<file path="src/rtl/async_retry_pkg.sv">
package async_retry_pkg;

    localparam int CODE_W = 4;
    localparam int STAT_W = 32;

    // Field positions given with the MSB numbered as bit 0, then converted to LSB-based indices.
    localparam int FLAG_POS_MSB0 = 23;
    localparam int CODE_POS_MSB0 = 24;
    localparam int FLAG_IDX      = STAT_W - 1 - FLAG_POS_MSB0;
    localparam int CODE_HI       = STAT_W - 1 - CODE_POS_MSB0;
    localparam int CODE_LO       = CODE_HI - CODE_W + 1;

    typedef logic [CODE_W-1:0] ack_code_t;

    localparam ack_code_t ACK_COMPLETE = 4'h1;
    localparam ack_code_t ACK_PENDING  = 4'h2;
    localparam ack_code_t ACK_BUSY     = 4'h4;
    localparam ack_code_t ACK_ABSENT   = 4'hF;

    typedef enum logic [1:0] {
        ST_IDLE,
        ST_WAIT_ACK,
        ST_BACKOFF,
        ST_RESEND
    } sched_state_e;

    typedef struct packed {
        logic      err;
        ack_code_t code;
    } ack_result_t;

    function automatic logic ack_is_normal(input ack_code_t c);
        return (c == ACK_COMPLETE) || (c == ACK_PENDING);
    endfunction

    function automatic logic [STAT_W-1:0] pack_status(input ack_result_t r);
        logic [STAT_W-1:0] s;
        s                   = '0;
        s[FLAG_IDX]         = r.err;
        s[CODE_HI:CODE_LO]  = r.code;
        return s;
    endfunction

endpackage

</file>
<file path="src/rtl/rts_gap_timer.sv">
module rts_gap_timer #(
    parameter int CNT_W = 8
) (
    input  logic             clk,
    input  logic             rst,
    input  logic             load,
    input  logic             tick,
    input  logic [CNT_W-1:0] interval,
    output logic             expire
);
    localparam int W = CNT_W + 1;

    logic [W-1:0] remain;
    logic [W-1:0] load_val;

    always_comb begin
        if (interval == '0) load_val = {1'b1, {CNT_W{1'b0}}};
        else                load_val = {1'b0, interval};
    end

    always_ff @(posedge clk) begin
        if (rst)                          remain <= '0;
        else if (load)                    remain <= load_val;
        else if (tick && remain != '0)    remain <= remain - W'(1);
    end

    assign expire = tick && !load && (remain == W'(1));
endmodule

</file>
<file path="src/rtl/rts_attempt_ctr.sv">
module rts_attempt_ctr #(
    parameter int CNT_W = 8
) (
    input  logic             clk,
    input  logic             rst,
    input  logic             clear,
    input  logic             bump,
    input  logic [CNT_W-1:0] limit,
    output logic             exhausted
);
    localparam int W = CNT_W + 1;

    logic [W-1:0] used;
    logic [W-1:0] limit_eff;

    always_comb begin
        if (limit == '0) limit_eff = {1'b1, {CNT_W{1'b0}}};
        else             limit_eff = {1'b0, limit};
    end

    always_ff @(posedge clk) begin
        if (rst || clear) used <= '0;
        else if (bump)    used <= used + W'(1);
    end

    assign exhausted = (used >= limit_eff);
endmodule

</file>
<file path="src/rtl/async_retry_sched.sv">
module async_retry_sched
    import async_retry_pkg::*;
#(
    parameter int CNT_W = 8
) (
    input  logic              clk,
    input  logic              rst,
    input  logic [CNT_W-1:0]  cfg_retry_limit,
    input  logic [CNT_W-1:0]  cfg_interval,
    input  logic              sent_pulse,
    input  logic              ack_valid,
    input  logic [CODE_W-1:0] ack_code,
    input  logic              ack_missing,
    input  logic              cyc_tick,
    output logic              resend_req,
    output logic              done,
    output logic [STAT_W-1:0] status
);
    sched_state_e st, st_nx;
    ack_result_t  res;
    logic         finish, gap_load, bump, clear;
    logic         expire, exhausted;
    logic         done_q, resend_q;
    logic [STAT_W-1:0] status_q;

    rts_gap_timer #(.CNT_W(CNT_W)) gap_i (
        .clk      (clk),
        .rst      (rst),
        .load     (gap_load),
        .tick     (cyc_tick),
        .interval (cfg_interval),
        .expire   (expire)
    );

    rts_attempt_ctr #(.CNT_W(CNT_W)) tries_i (
        .clk       (clk),
        .rst       (rst),
        .clear     (clear),
        .bump      (bump),
        .limit     (cfg_retry_limit),
        .exhausted (exhausted)
    );

    always_comb begin
        st_nx    = st;
        finish   = 1'b0;
        gap_load = 1'b0;
        bump     = 1'b0;
        clear    = 1'b0;
        res      = '0;
        case (st)
            ST_IDLE: begin
                if (sent_pulse) begin
                    clear = 1'b1;
                    st_nx = ST_WAIT_ACK;
                end
            end
            ST_WAIT_ACK: begin
                if (ack_valid) begin
                    if (ack_code == ACK_BUSY && !exhausted) begin
                        bump     = 1'b1;
                        gap_load = 1'b1;
                        st_nx    = ST_BACKOFF;
                    end else begin
                        finish   = 1'b1;
                        res.err  = !ack_is_normal(ack_code);
                        res.code = ack_code;
                        st_nx    = ST_IDLE;
                    end
                end else if (ack_missing) begin
                    finish   = 1'b1;
                    res.err  = 1'b1;
                    res.code = ACK_ABSENT;
                    st_nx    = ST_IDLE;
                end
            end
            ST_BACKOFF: begin
                if (expire) st_nx = ST_RESEND;
            end
            ST_RESEND: begin
                if (sent_pulse) st_nx = ST_WAIT_ACK;
            end
            default: st_nx = ST_IDLE;
        endcase
    end

    always_ff @(posedge clk) begin
        if (rst) begin
            st       <= ST_IDLE;
            done_q   <= 1'b0;
            resend_q <= 1'b0;
            status_q <= '0;
        end else begin
            st       <= st_nx;
            done_q   <= finish;
            resend_q <= (st_nx == ST_RESEND);
            if (finish) status_q <= pack_status(res);
        end
    end

    assign resend_req = resend_q;
    assign done       = done_q;
    assign status     = status_q;
endmodule

</file>
<file path="config.mk">
export PLATFORM = sky130hd
export DESIGN_NAME = async_retry_sched
export DESIGN_NICKNAME = d
export VERILOG_FILES = /design/src/rtl/async_retry_pkg.sv /design/src/rtl/rts_gap_timer.sv /design/src/rtl/rts_attempt_ctr.sv /design/src/rtl/async_retry_sched.sv
export SDC_FILE = /design/constraint.sdc
export NUM_CORES = 1
export LEC_CHECK = 0
export ABC_AREA = 1
export BUFFER_PORTS_ARGS = -buffer_cell sky130_fd_sc_hd__buf_4
export CAP_MARGIN = 20
export CORE_MARGIN = 1
export CORE_UTILIZATION = 56
export CTS_CLUSTER_DIAMETER = 120
export DETAILED_ROUTE_END_ITERATION = 8
export PLACE_DENSITY = 0.86
export SLEW_MARGIN = 20
export SYNTH_ARGS = -nofsm -noshare
export SYNTH_HDL_FRONTEND = slang
export SYNTH_SLANG_ARGS = --single-unit
</file>
<file path="constraint.sdc">
create_clock -name clk -period 5.3 [get_ports clk]
set_input_delay 0.265 -clock clk [delete_from_list [all_inputs] [get_ports clk]]
set_output_delay 0.265 -clock clk [all_outputs]
set_load 0.02 [all_outputs]
</file>
==> results.md <==
* H-tree depth at 1
* Sw frac at 0.454
* FFs w/ async S/R, synth at 0
* Routed WL at 3480 um
* Wire per inst at 9.71 um
* Clk network pwr share at 0.106
* Hold_buf cts at 0
* Ys flop type: dfxtp_1
* Number of I/O pins at 60
* Max-Cap Viols at 0
* Total internal power at 456 uW
* Critical Path Sink Type: flip-flop
* WS Path Type: flip-flop to flip-flop
* Setup tns final at 0 ns
* Die H at 61.5 um
* Post-synth EDFFs at 0
* Post-Syn Instances at 280
* Drt via density at 4.76
* Setup Skew at 0.00328 ns
* NumNets Final at 354
* Minimum clock period at 2.11 ns
* Period utilization at 0.398
* Flop pwr share at 0.349
* Clock sinks at 27
* Top Family by Delay on Critical Path: simple AND/OR/NAND/NOR gates
* Worst Hold Class: input port to flip-flop
* Average size of a mapped cell at 7.07 um2
* Peak VDD IR at 0.124 mV
* Met2 Usage GRT at 0.332
* Crit Path Max Fanout at 24
* Clk root buf: clkbuf_4
* Worst path slowest cell: dfxtp_1
* Synth Register Bits at 27
* Power density over the cells at 383 nW/um2
* Sw Pwr at 379 uW
* Layout area overhead at 10.1%
* CP Data Required Time at 5.52 ns
* Initial Utilization at 0.589
* Die area at 3780 um2
* Outcome: completed
* Unrepaired setup endpoints after global routing: no
* Port-buffer cells at 32
* Comb power frac at 0.545
* Total GRT Usage at 0.199
* CTS tree: yes
* GRT met3 Usage at 0.0273
* Power, Total at 835 uW
* Clock-pin slew on the worst setup and hold paths at 0.14 ns
* Leakage at 0.00106 uW
* Crit-path cells: inv_1, ha_1, inv_1, nor2_1, nand2_1, nor2_1, nor2_4, nand4_4, clkinv_1, a21oi_1, nor3_1
* Worst stage delay on the critical path at 0.42 ns
* Netlist cell types at 35
* Cell Area, Synth at 1980 um2
* DRC Markers at 0
* Final GP Congestion at 0.874
* Syn. warnings at 0
* Number of global-route vias before repair at 1365
* Detailed Place HPWL at 2880 um
* Core Footprint at 3360 um2
* Sequential area share after synthesis at 0.273
* Initial antenna violation count at 0
* First-iteration detailed-routing DRC count at 87
* Largest net degree at the start of global routing at 25
* Row count at 21
* GR Overflow Total at 0
* Clock latency on the worst-skew pair at 0.32 ns
* Post_cts resized at 0
* Fmax at 475 MHz
* Final Hold Fails at 0
* GR Util met1 at 0.268
* Max-slew violations at 0
* CP Data Arrival Time at 2.33 ns
* Busiest grt layer: met2
* Layout cell share with drive strength beyond 1 at 0.173
* # setup viols final at 0
* First-pass iteration count of the detailed router at 4
* Global-route wire length before repair at 5690 um
* WHS at 0.171 ns
* Die Width at 61.5 um
* Antenna fix cells at 0
* Clock Path Buffers at 2
* Num CTS Buffers at 3
* ANT nets after route at 0
* Startpoint types: flip-flop
* DR vias at 1705
* CP bufs+invs at 3
* Post-CTS Setup Bufs at 0
Yosys cell counts, types with 2 or more instances:
cell      instances  area share
nand3_1           9       0.023
dfxtp_1          27        0.27
nor2_2            4       0.013
nand4_1           2      0.0063
ha_1             15       0.095
nand2_2           3      0.0095
nor2_4            3       0.017
o21ai_0           7       0.018
inv_1            35       0.066
nand2_1          57        0.11
nor3_1            9       0.023
a31oi_1           4       0.013
o21ai_1           8       0.020
xor2_1            6       0.027
a21oi_1          20       0.051
nor4_1            6       0.019
nor2_1           20       0.038
buf_4            27        0.10
clkinv_1          2      0.0038
power groups by stage:
stage	Clock, uW	Sequential (uW)	Combinational, uW
after CTS	91.9	291	456
after global placement	0	294	447
after global routing	96.9	298	511
after detailed placement	0	296	453
final	88.7	291	455
after floorplan	0	307	355
kinds of logic (layout without fill, tap and decap cells):
group / Yosys count / count (layout) / synth area share
AND/OR/NAND/NOR: 117 / 117 / 0.286
XOR/XNOR: 7 / 7 / 0.0310
buffers and inverters: 69 / 75 / 0.187
AO/OA/AOI/OAI: 44 / 44 / 0.127
flip-flops: 27 / 27 / 0.273
other: 1 / 27 / 0.00189
adder cells (fa/ha/maj): 15 / 15 / 0.0948
final cells by class:
cell class,instances,area [um2]
fill,335,1180
multi-input combinational,210,1170
sequential,27,541
timing repair buffer,32,240
inverter,39,148
tap,46,57.6
clock buffer,3,22.5
clock inverter,1,5.00
routing by layer:
layer / up-vias / wire length (um)
li1: 918 / -
met1: 745 / 1720
met2: 40 / 1610
met3: 2 / 120
met4: 0 / 24
met5: - / 0
worst min-delay path, delay by kind of cell:
kind                   cells  cell delay (ns)
buffers and inverters      1             0.09
and+or+nand+nor            2             0.12
placed cells by master, fill, tap and decap left out, types with 9 or more instances in the layout:
| master | instances |
|---|---|
| nor2_1 | 20 |
| ha_1 | 15 |
| nor3_1 | 9 |
| buf_4 | 32 |
| nand2_1 | 57 |
| dfxtp_1 | 27 |
| nand3_1 | 9 |
| conb_1 | 27 |
| a21oi_1 | 20 |
| inv_1 | 35 |
stage by stage:
step | worst slack [ns] | instances | util | area [um2]
2_1_floorplan | 3.42 | 306 | - | 2080
3_3_place_gp | 2.98 | 354 | 0.640 | 2150
3_5_place_dp | 2.95 | 354 | 0.640 | 2150
5_1_grt | 2.96 | 358 | 0.648 | 2180
4_1_cts | 3.19 | 358 | 0.648 | 2180
6_report | 3.19 | 358 | 0.648 | 2180
flip-flops by register name, indices dropped and copies added (netlist names):
name,cells
status,5
resend_req,1
tries_i.used,9
gap_i.remain,9
st,2
done,1
final timing paths:
kind / start / to / slack (ns) / cells after the start
worst max-delay path: tries_i.used[0]$_SDFFE_PP0N_ / tries_i.used[2]$_SDFFE_PP0N_ / 3.19 / 11
worst min-delay path: ack_code[2] / status[8]$_SDFFE_PP0P_ / 0.17 / 3
worst max register to register: tries_i.used[0]$_SDFFE_PP0N_ / tries_i.used[2]$_SDFFE_PP0N_ / 3.19 / 11
worst min register to register: gap_i.remain[5]$_SDFFE_PP0P_ / gap_i.remain[5]$_SDFFE_PP0P_ / 0.51 / 2
Note: power is estimated with default switching activity, not from simulation.
